==> src/rtl/sw_pe_pkg.sv <==
// Package: shared types for the alignment processing element.
// Assumes: nothing beyond standard SystemVerilog.
package sw_pe_pkg;
    // Winning path of a cell, listed in tie-break priority order.
    typedef enum logic [1:0] {
        PATH_ZERO = 2'd0,
        PATH_DIAG = 2'd1,
        PATH_HGAP = 2'd2,
        PATH_VGAP = 2'd3
    } path_e;
endpackage

==> src/rtl/sw_subst.sv <==
// sw_subst: compares the database symbol with the query mask and adds
// the match reward or subtracts the mismatch cost from the diagonal score.
// The result saturates at the signed range of SW bits.
// Assumes: the penalties are non-negative.
module sw_subst #(
    parameter int SW    = 16,
    parameter int SYM_W = 4
) (
    input  logic [SYM_W-1:0]     db_sym,
    input  logic [SYM_W-1:0]     qry_sym,
    input  logic signed [SW-1:0] diag_score,
    input  logic signed [SW-1:0] pen_match,
    input  logic signed [SW-1:0] pen_mismatch,
    output logic signed [SW-1:0] diag_sum
);
    localparam int XW = SW + 2;
    localparam logic signed [XW-1:0] SMAX = {3'b000, {(SW-1){1'b1}}};
    localparam logic signed [XW-1:0] SMIN = {3'b111, {(SW-1){1'b0}}};

    logic                 hit;
    logic signed [XW-1:0] wide;

    // Add the substitution term in a widened domain, then clamp.
    always_comb begin
        hit  = |(db_sym & qry_sym);
        wide = hit ? (XW'(diag_score) + XW'(pen_match))
                   : (XW'(diag_score) - XW'(pen_mismatch));
        if (wide > SMAX)      diag_sum = SMAX[SW-1:0];
        else if (wide < SMIN) diag_sum = SMIN[SW-1:0];
        else                  diag_sum = wide[SW-1:0];
    end
endmodule

==> src/rtl/sw_gap_path.sv <==
// sw_gap_path: one gap direction. Chooses between opening a gap from the
// neighbour cell and extending the neighbour's gap; opening wins ties.
// LEN_INC is added to whichever length is chosen.
// Assumes: the penalties are non-negative.
module sw_gap_path #(
    parameter int SW      = 16,
    parameter int LW      = 16,
    parameter int LEN_INC = 0
) (
    input  logic signed [SW-1:0] prev_cell,
    input  logic signed [SW-1:0] prev_gap,
    input  logic signed [SW-1:0] pen_open,
    input  logic signed [SW-1:0] pen_ext,
    input  logic [LW-1:0]        prev_cell_len,
    input  logic [LW-1:0]        prev_gap_len,
    output logic signed [SW-1:0] gap_score,
    output logic [LW-1:0]        gap_len
);
    localparam int XW = SW + 2;
    localparam logic signed [XW-1:0] SMIN = {3'b111, {(SW-1){1'b0}}};
    localparam logic [LW-1:0]        INC  = LW'(LEN_INC);

    logic signed [XW-1:0] open_w;
    logic signed [XW-1:0] ext_w;
    logic signed [XW-1:0] best_w;
    logic                 take_open;

    // Compare the open and extend candidates and keep the better one.
    always_comb begin
        open_w    = XW'(prev_cell) - XW'(pen_open);
        ext_w     = XW'(prev_gap) - XW'(pen_ext);
        take_open = (open_w >= ext_w);
        best_w    = take_open ? open_w : ext_w;
        gap_score = (best_w < SMIN) ? SMIN[SW-1:0] : best_w[SW-1:0];
        gap_len   = (take_open ? prev_cell_len : prev_gap_len) + INC;
    end
endmodule

==> src/rtl/sw_cell_pe.sv <==
// sw_cell_pe: one affine-gap local alignment cell, in two pipeline stages.
// Stage 1 applies the edge values and registers the substitution and gap
// candidates. Stage 2 takes the maximum with a zero floor, picks the
// length by priority and registers the outputs.
// Assumes: penalties are non-negative and constant while cells are in flight.
module sw_cell_pe #(
    parameter int SW    = 16,
    parameter int LW    = 16,
    parameter int SYM_W = 4
) (
    input  logic                 clk,
    input  logic                 rst_n,
    input  logic                 qry_we,
    input  logic [SYM_W-1:0]     qry_in,
    input  logic                 in_valid,
    input  logic [SYM_W-1:0]     db_sym,
    input  logic                 col_edge,
    input  logic                 row_edge,
    input  logic signed [SW-1:0] diag_score,
    input  logic signed [SW-1:0] left_score,
    input  logic signed [SW-1:0] up_score,
    input  logic signed [SW-1:0] left_hgap,
    input  logic signed [SW-1:0] up_vgap,
    input  logic [LW-1:0]        diag_len,
    input  logic [LW-1:0]        left_len,
    input  logic [LW-1:0]        left_hlen,
    input  logic [LW-1:0]        up_len,
    input  logic [LW-1:0]        up_vlen,
    input  logic signed [SW-1:0] pen_match,
    input  logic signed [SW-1:0] pen_mismatch,
    input  logic signed [SW-1:0] h_open,
    input  logic signed [SW-1:0] h_ext,
    input  logic signed [SW-1:0] v_open,
    input  logic signed [SW-1:0] v_ext,
    output logic                 out_valid,
    output logic signed [SW-1:0] cell_score,
    output logic signed [SW-1:0] hgap_score,
    output logic signed [SW-1:0] vgap_score,
    output logic [LW-1:0]        cell_len,
    output logic [LW-1:0]        hgap_len,
    output logic [LW-1:0]        vgap_len
);
    import sw_pe_pkg::*;

    logic [SYM_W-1:0]     qry_q;
    logic signed [SW-1:0] e_diag, e_left, e_up, e_lh, e_uv;
    logic [LW-1:0]        e_dlen, e_llen, e_lhlen, e_ulen, e_uvlen;
    logic signed [SW-1:0] c_diag, c_h, c_v;
    logic [LW-1:0]        c_hlen, c_vlen;
    logic                 accept;

    logic                 s1_vld;
    logic signed [SW-1:0] s1_diag, s1_h, s1_v;
    logic [LW-1:0]        s1_dlen, s1_hlen, s1_vlen;

    path_e                win;
    logic signed [SW-1:0] best;

    // Hold the query symbol of this element.
    always_ff @(posedge clk) begin
        if (!rst_n)      qry_q <= '0;
        else if (qry_we) qry_q <= qry_in;
    end

    // Replace neighbour values with border values in the first row or column.
    always_comb begin
        e_left  = col_edge ? '0 : left_score;
        e_lh    = col_edge ? -h_open : left_hgap;
        e_llen  = col_edge ? '0 : left_len;
        e_lhlen = col_edge ? '0 : left_hlen;
        e_up    = row_edge ? '0 : up_score;
        e_uv    = row_edge ? -v_open : up_vgap;
        e_ulen  = row_edge ? '0 : up_len;
        e_uvlen = row_edge ? '0 : up_vlen;
        e_diag  = (col_edge || row_edge) ? '0 : diag_score;
        e_dlen  = (col_edge || row_edge) ? '0 : diag_len;
    end

    sw_subst #(.SW(SW), .SYM_W(SYM_W)) subst_i (
        .db_sym(db_sym), .qry_sym(qry_q), .diag_score(e_diag),
        .pen_match(pen_match), .pen_mismatch(pen_mismatch), .diag_sum(c_diag)
    );

    sw_gap_path #(.SW(SW), .LW(LW), .LEN_INC(0)) hgap_i (
        .prev_cell(e_left), .prev_gap(e_lh), .pen_open(h_open), .pen_ext(h_ext),
        .prev_cell_len(e_llen), .prev_gap_len(e_lhlen),
        .gap_score(c_h), .gap_len(c_hlen)
    );

    sw_gap_path #(.SW(SW), .LW(LW), .LEN_INC(1)) vgap_i (
        .prev_cell(e_up), .prev_gap(e_uv), .pen_open(v_open), .pen_ext(v_ext),
        .prev_cell_len(e_ulen), .prev_gap_len(e_uvlen),
        .gap_score(c_v), .gap_len(c_vlen)
    );

    assign accept = in_valid && !s1_vld;

    // Stage 1: register the candidates of an accepted cell.
    always_ff @(posedge clk) begin
        if (!rst_n) begin
            s1_vld  <= 1'b0;
            s1_diag <= '0;
            s1_h    <= '0;
            s1_v    <= '0;
            s1_dlen <= '0;
            s1_hlen <= '0;
            s1_vlen <= '0;
        end else begin
            s1_vld <= accept;
            if (accept) begin
                s1_diag <= c_diag;
                s1_h    <= c_h;
                s1_v    <= c_v;
                s1_dlen <= e_dlen + LW'(1);
                s1_hlen <= c_hlen;
                s1_vlen <= c_vlen;
            end
        end
    end

    // Select the winning path: zero, then diagonal, horizontal, vertical.
    always_comb begin
        best = s1_diag;
        if (s1_h > best) best = s1_h;
        if (s1_v > best) best = s1_v;
        if (best <= 0)                win = PATH_ZERO;
        else if (s1_diag == best)     win = PATH_DIAG;
        else if (s1_h == best)        win = PATH_HGAP;
        else                          win = PATH_VGAP;
    end

    // Stage 2: register the results and pulse out_valid.
    always_ff @(posedge clk) begin
        if (!rst_n) begin
            out_valid  <= 1'b0;
            cell_score <= '0;
            hgap_score <= '0;
            vgap_score <= '0;
            cell_len   <= '0;
            hgap_len   <= '0;
            vgap_len   <= '0;
        end else begin
            out_valid <= s1_vld;
            if (s1_vld) begin
                hgap_score <= s1_h;
                vgap_score <= s1_v;
                hgap_len   <= s1_hlen;
                vgap_len   <= s1_vlen;
                unique case (win)
                    PATH_ZERO: begin cell_score <= '0;   cell_len <= '0;      end
                    PATH_DIAG: begin cell_score <= best; cell_len <= s1_dlen; end
                    PATH_HGAP: begin cell_score <= best; cell_len <= s1_hlen; end
                    PATH_VGAP: begin cell_score <= best; cell_len <= s1_vlen; end
                endcase
            end
        end
    end
endmodule

==> config.mk <==
export PLATFORM = sky130hd
export DESIGN_NAME = sw_cell_pe
export DESIGN_NICKNAME = d
export VERILOG_FILES = /design/src/rtl/sw_pe_pkg.sv /design/src/rtl/sw_subst.sv /design/src/rtl/sw_gap_path.sv /design/src/rtl/sw_cell_pe.sv
export SDC_FILE = /design/constraint.sdc
export NUM_CORES = 1
export LEC_CHECK = 0
export BUFFER_PORTS_ARGS = -buffer_cell sky130_fd_sc_hd__buf_2
export CORE_MARGIN = 5
export CORE_UTILIZATION = 58
export DETAILED_ROUTE_END_ITERATION = 10
export GPL_TIMING_DRIVEN = 0
export HOLD_SLACK_MARGIN = 0.06
export PLACE_DENSITY = 0.85
export SKIP_CTS_REPAIR_TIMING = 1
export SYNTH_ARGS = -nofsm -noshare
export SYNTH_HDL_FRONTEND = slang
export SYNTH_SLANG_ARGS = --single-unit
==> constraint.sdc <==
create_clock -name clk -period 17.9 [get_ports clk]
set_clock_uncertainty 0.1 [all_clocks]
set_input_delay 0.895 -clock clk [delete_from_list [all_inputs] [get_ports clk]]
set_output_delay 0.895 -clock clk [all_outputs]
set_load 0.01 [all_outputs]
=== Yosys cells after proc, flatten, opt, wreduce, memory -nomap -nowiden ===
Cells that the tools add are included.

* Register bits after elaboration: 198
* Output and inout bits: 97
* Word-level logic and storage cells: 72

* $add $sub $neg: 10
* $lt $le $gt $ge: 9
* Equality and inequality tests: 5
* Mux-type cells: 26
* Bitwise logic cells: 1
* Reduce and logical (&&, ||, !) cells: 6

{| class="wikitable"
|+ Operator list
! operator !! count
|-
| two-way mux 16 bit || 18
|-
| subtractor 16 x 16 -> 17 bit || 5
|-
| one-hot mux 16 bit (4 select lines) || 1
|-
| less-than comparator 18 x 16 -> 1 bit (second input constant) || 3
|-
| two-way mux 18 bit || 3
|-
| greater-or-equal comparator 18 bit || 2
|-
| adder 16 x 1 -> 16 bit (second input constant) || 2
|-
| equality test 16 bit || 2
|-
| greater-than comparator 16 bit || 2
|-
| negation 16 bit || 2
|-
| one-hot mux 16 bit (2 select lines) || 1
|-
| greater-than comparator 18 x 16 -> 1 bit (second input constant) || 1
|-
| adder 16 x 16 -> 17 bit || 1
|-
| <= comparator 16 x 1 -> 1 bit (second input constant) || 1
|-
| bitwise AND 4 bit || 1
|-
| equality test 2 bit (second input constant) || 2
|-
| two-way mux 2 bit || 2
|-
| OR reduction 4 bit || 1
|-
| OR reduction 3 bit || 1
|-
| equality test 2 x 1 -> 1 bit (second input constant) || 1
|-
| logical NOT 2 bit || 1
|-
| logical AND 1 bit || 1
|-
| logical NOT 1 bit || 1
|-
| logical OR 1 bit || 1
|-
| two-way mux 1 bit || 1
|}

=== Depth between registers and ports, before layout ===
* Word-level depth: 11
* Depth in mapped cells: 33

=== By module ===
Synthesis repeated with hierarchy kept, for this count alone.

* Cell total of the unflattened synthesis: 2,373
* Area total of the unflattened synthesis: 18,621.6 µm²

{| class="wikitable"
|+ Modules (own cells, without submodules)
! module !! times used !! cells each !! area an instance (µm²) !! sequential area each (µm²)
|-
| sw_cell_pe || 1 || 1,460 || 11,951.5 || 3,963.8
|-
| sw_gap_path (vgap_i) || 1 || 402 || 2,857.7 || 0.0
|-
| sw_gap_path (hgap_i) || 1 || 302 || 2,367.3 || 0.0
|-
| sw_subst || 1 || 209 || 1,445.1 || 0.0
|}

=== Least setup slack after synthesis ===
Ideal clock, no wire load.

* Kind: input to register
* From: in row_edge
* To: reg s1_vlen[14]
* Library setup time: 121 ps
* Data arrival time: 7,327 ps
* Data required time: 17,679 ps
* Slack: 10,352 ps
* Cell stages on the path: 32
* Buffers on the path: 6
* Cell sequence: clkbuf_1 -> buf_1 -> clkbuf_1 -> nor2b_1 -> fa_1 -> a21o_1 -> a21oi_1 -> o21ai_0 -> a21oi_1 -> o21ai_0 -> a21oi_1 -> o21bai_1 -> a2111oi_0 -> o31ai_1 -> a211oi_1 -> a21oi_1 -> inv_1 -> ha_1 -> nor3_1 -> and4b_1 -> o21a_1 -> buf_2 -> nor2_1 -> clkbuf_1 -> clkbuf_1 -> nand2_1 -> a21oi_1 -> ha_1 -> nand4_1 -> a2111oi_0 -> xnor2_1 -> o21ai_1

* Word-level cells in the longest chain between the ends: 5
* Elaborated cells between the ends (all ways): 9
* Those cells by class: add/sub: 3; order compare: 1; mux: 5

{| class="wikitable"
|+ Ends and longest elaborated chain
! item !! RTL line !! source
|-
| start: declaration || sw_cell_pe.sv:18 || <nowiki>input logic row_edge,</nowiki>
|-
| two-way mux 16 bit (on tied branches) || sw_cell_pe.sv:71, sw_cell_pe.sv:72 ||
|-
| subtractor 16 x 16 -> 17 bit (on tied branches) || sw_gap_path.sv:30, sw_gap_path.sv:31 ||
|-
| greater-or-equal comparator 18 bit || sw_gap_path.sv:32 || <nowiki>take_open = (open_w >= ext_w);</nowiki>
|-
| two-way mux 16 bit * || sw_gap_path.sv:35 || <nowiki>gap_len = (take_open ? prev_cell_len : prev_gap_len) + INC;</nowiki>
|-
| adder 16 x 1 -> 16 bit * || sw_gap_path.sv:35 ||
|-
| end signal: assignment || sw_cell_pe.sv:116 || <nowiki>s1_vlen <= c_vlen;</nowiki>
|-
| end: declaration || sw_cell_pe.sv:54 || <nowiki>logic [LW-1:0] s1_dlen, s1_hlen, s1_vlen;</nowiki>
|}

Every way passes the cells marked *; elsewhere a longest branch is shown, timed or not.
A chain may end at the register's enable or synchronous reset.

=== Final worst setup path ===
Ends and elaborated chain as after synthesis.

==> impl_metrics.json <==
{
  "status": "complete, but fails checks",
  "violations": "design-rule violations",
  "grt_pass1_vias": 16400,
  "peakVddDrop_mv": 0.1047,
  "ys_warn_count": 0,
  "worst_slack_ns": 8.218,
  "multi_input_area_um2": 11430,
  "dp_slack_ns": 7.801,
  "seqCellArea_um2": 3964,
  "core_area_um2": 27860,
  "maxCapViolations": 0,
  "firstDrtPassIters": 10,
  "antenna_found_initial": 2,
  "setup_viol": 0,
  "maxSlewHeadroom_pct": 25.26,
  "worstSetupPathType": "in -> reg",
  "portBuffers": 362,
  "synth_most_common_cell": "nor2_1",
  "syn_to_final_growth_pct": 18.05,
  "synthTopCellsByArea": "dfxtp_1 (24%), ha_1 (11%), mux2i_1 (5.7%)",
  "drtAntennaViolNets": 0,
  "wire_per_inst_um": 19.66,
  "synth.avg_cell_area_um2": 7.870,
  "period_share_pct": 54.09,
  "synth_area_leader_cell": "dfxtp_1",
  "dp_hpwl_mm": 45.81,
  "cp_slowest_cell": "buf_1",
  "die_area_um2": 31670,
  "synth_edf_count": 0,
  "syn_nets": 2503,
  "routabilityCongestion": 1.022,
  "initial_core_util_pct": 58.73,
  "htreeDepth": 4,
  "cp.arrival_ns": 9.90,
  "start_kind": "input port",
  "synthArstFlopShare_pct": 0,
  "worstPathMaxFanout": 10,
  "drc": 1,
  "ys.flop_type": "dfxtp_1",
  "hold_slack_ns": 0.3612,
  "chipWidth_um": 178.0,
  "pwr-share-seq_pct": 23.3,
  "finalCriticalPeriod_ns": 9.682,
  "p_sw_share_pct": 48.96,
  "switching_power_mw": 1.170,
  "fp.dieH_um": 178.0,
  "pwr-share-clk_pct": 17.9,
  "vias": 16870,
  "cts-buffers-inserted": 17,
  "drive_gt1_share_pct": 20.87,
  "max_freq_mhz": 103.3,
  "grt_max_degree": 26,
  "finalPower_mw": 2.390,
  "synth_top_area_share_pct": 24.23,
  "worstPathRequired_ns": 18.12,
  "postLayoutCellArea_um2": 19320,
  "p_leak_nw": 8.850,
  "synth-seq-area-share_pct": 24.23,
  "final_hold_viol_count": 0,
  "cts.path.max_buffers": 2,
  "ys_seq_elements": 198,
  "cpPeakStageDelay_ns": 0.68,
  "grt_pass1_wl_mm": 85.65,
  "rsz0062_at_grt": "false",
  "fillerInstances": 2359,
  "synthDistinctLibCells": 80,
  "slew_viol_final": 0,
  "clock_latency_ns": 0.47,
  "grt.overflow.total": 0,
  "critPathMostFrequentCell": "a21oi_1",
  "cts.sinks": 198,
  "syn_inst": 2079,
  "path_clk_slew_ns": 0.09,
  "power.density_nw_per_um2": 123.7,
  "comb_power_share_pct": 58.8,
  "routed_wl_mm": 56.07,
  "post_dp_cell_area_um2": 18650,
  "rows": 61,
  "ios": 367,
  "syn_area_um2": 16360,
  "drtIter0Drc": 1347,
  "track_usage_pct": 33.82,
  "p_int_mw": 1.220,
  "hold_class": "reg -> reg",
  "worst_slew_pin_slew_ns": 1.112,
  "fin_nets": 2884,
  "setup_tns_ns": 0,
  "cts_root_buffer": "clkbuf_16",
  "endpoint_kind": "register",
  "synth_common_cells": "nor2_1 (208), dfxtp_1 (198), nand2_1 (166), inv_1 (154), ha_1 (149)",
  "via_per_inst": 5.915,
  "cts_tree": "built"
}
==> power by group through the flow <==
stage / logic [mW] / clock network [mW] / registers [mW]
5_1_grt: 1.50 / 0.443 / 0.560
3_5_place_dp: 1.36 / 0 / 0.563
2_1_floorplan: 0.964 / 0 / 0.542
3_3_place_gp: 1.34 / 0 / 0.562
6_report: 1.41 / 0.427 / 0.558
4_1_cts: 1.37 / 0.426 / 0.553
==> layer usage <==
| metal | global-route usage, % | part of all wire (%) |
|---|---|---|
| met1 | 42.47 | 41 |
| met2 | 57.39 | 46 |
| met3 | 6.114 | 8.4 |
| met4 | 13.44 | 3.9 |
| met5 | 0 | 0.034 |
==> cell families (layout without fill, tap and decap cells) <==
group           count (synthesis)  count (layout)  synth area share (%)
simple gates                  665             665                 19.64
compound gates                520             520                 20.52
buf+inv                       242             636                 5.942
flops                         198             198                 24.23
fa+ha+maj                     169             169                 12.92
mux                           144             144                 9.199
xor+xnor                      141             141                 7.548
other cells                     0               1                     0
==> cell usage in the layout, fill, tap and decap left out, types with 44 or more instances in the layout <==
| cell | synthesis | final |
|---|---|---|
| o21ai_0 | 137 | 137 |
| nor2b_1 | 48 | 48 |
| dfxtp_1 | 198 | 198 |
| nor2_1 | 208 | 208 |
| xor2_1 | 44 | 44 |
| buf_2 | 5 | 367 |
| clkbuf_1 | 62 | 62 |
| ha_1 | 149 | 149 |
| nand2_1 | 166 | 166 |
| nand3_1 | 51 | 51 |
| mux2_2 | 51 | 51 |
| a21oi_1 | 127 | 127 |
| mux2i_1 | 93 | 93 |
| xnor2_1 | 97 | 97 |
| inv_1 | 154 | 154 |
==> worst max-delay path, delay by kind of cell <==
family / cells / cell delay (ns)
adders and majority gates: 4 / 1.27
buffers and inverters: 6 / 2.90
xor gates and xnor gates: 1 / 0.28
AOI/OAI and AO/OA: 14 / 2.93
and+or+nand+nor: 6 / 1.38
muxes: 1 / 0.22
==> through the flow <==
stage          utilization [%]  instances
3_3_place_gp             66.93       2819
3_5_place_dp             66.93       2819
2_1_floorplan                -       2079
4_1_cts                  69.33       2851
5_1_grt                  69.34       2852
6_report                 69.34       2852
==> final timing paths <==
kind                 start            end  slack (ns)  cells after the start
max               row_edge    s1_vlen[14]        8.22                     32
min          cell_score[2]  cell_score[2]        0.36                      2
max reg2reg     s1_diag[6]    cell_len[4]       10.38                     27
min reg2reg  cell_score[2]  cell_score[2]        0.36                      2
==> layout make-up <==
type	count	share of cell area, %
clock inverters	15	1.250
flip-flops and latches	198	20.52
repair buffers	362	9.379
clock buffers	17	2.202
inverters	155	3.012
diodes	1	0.01296
plain buffers	87	2.021
multi-input cells	1639	59.15
well taps	378	2.449
Power figures use the tool's default switching activity.
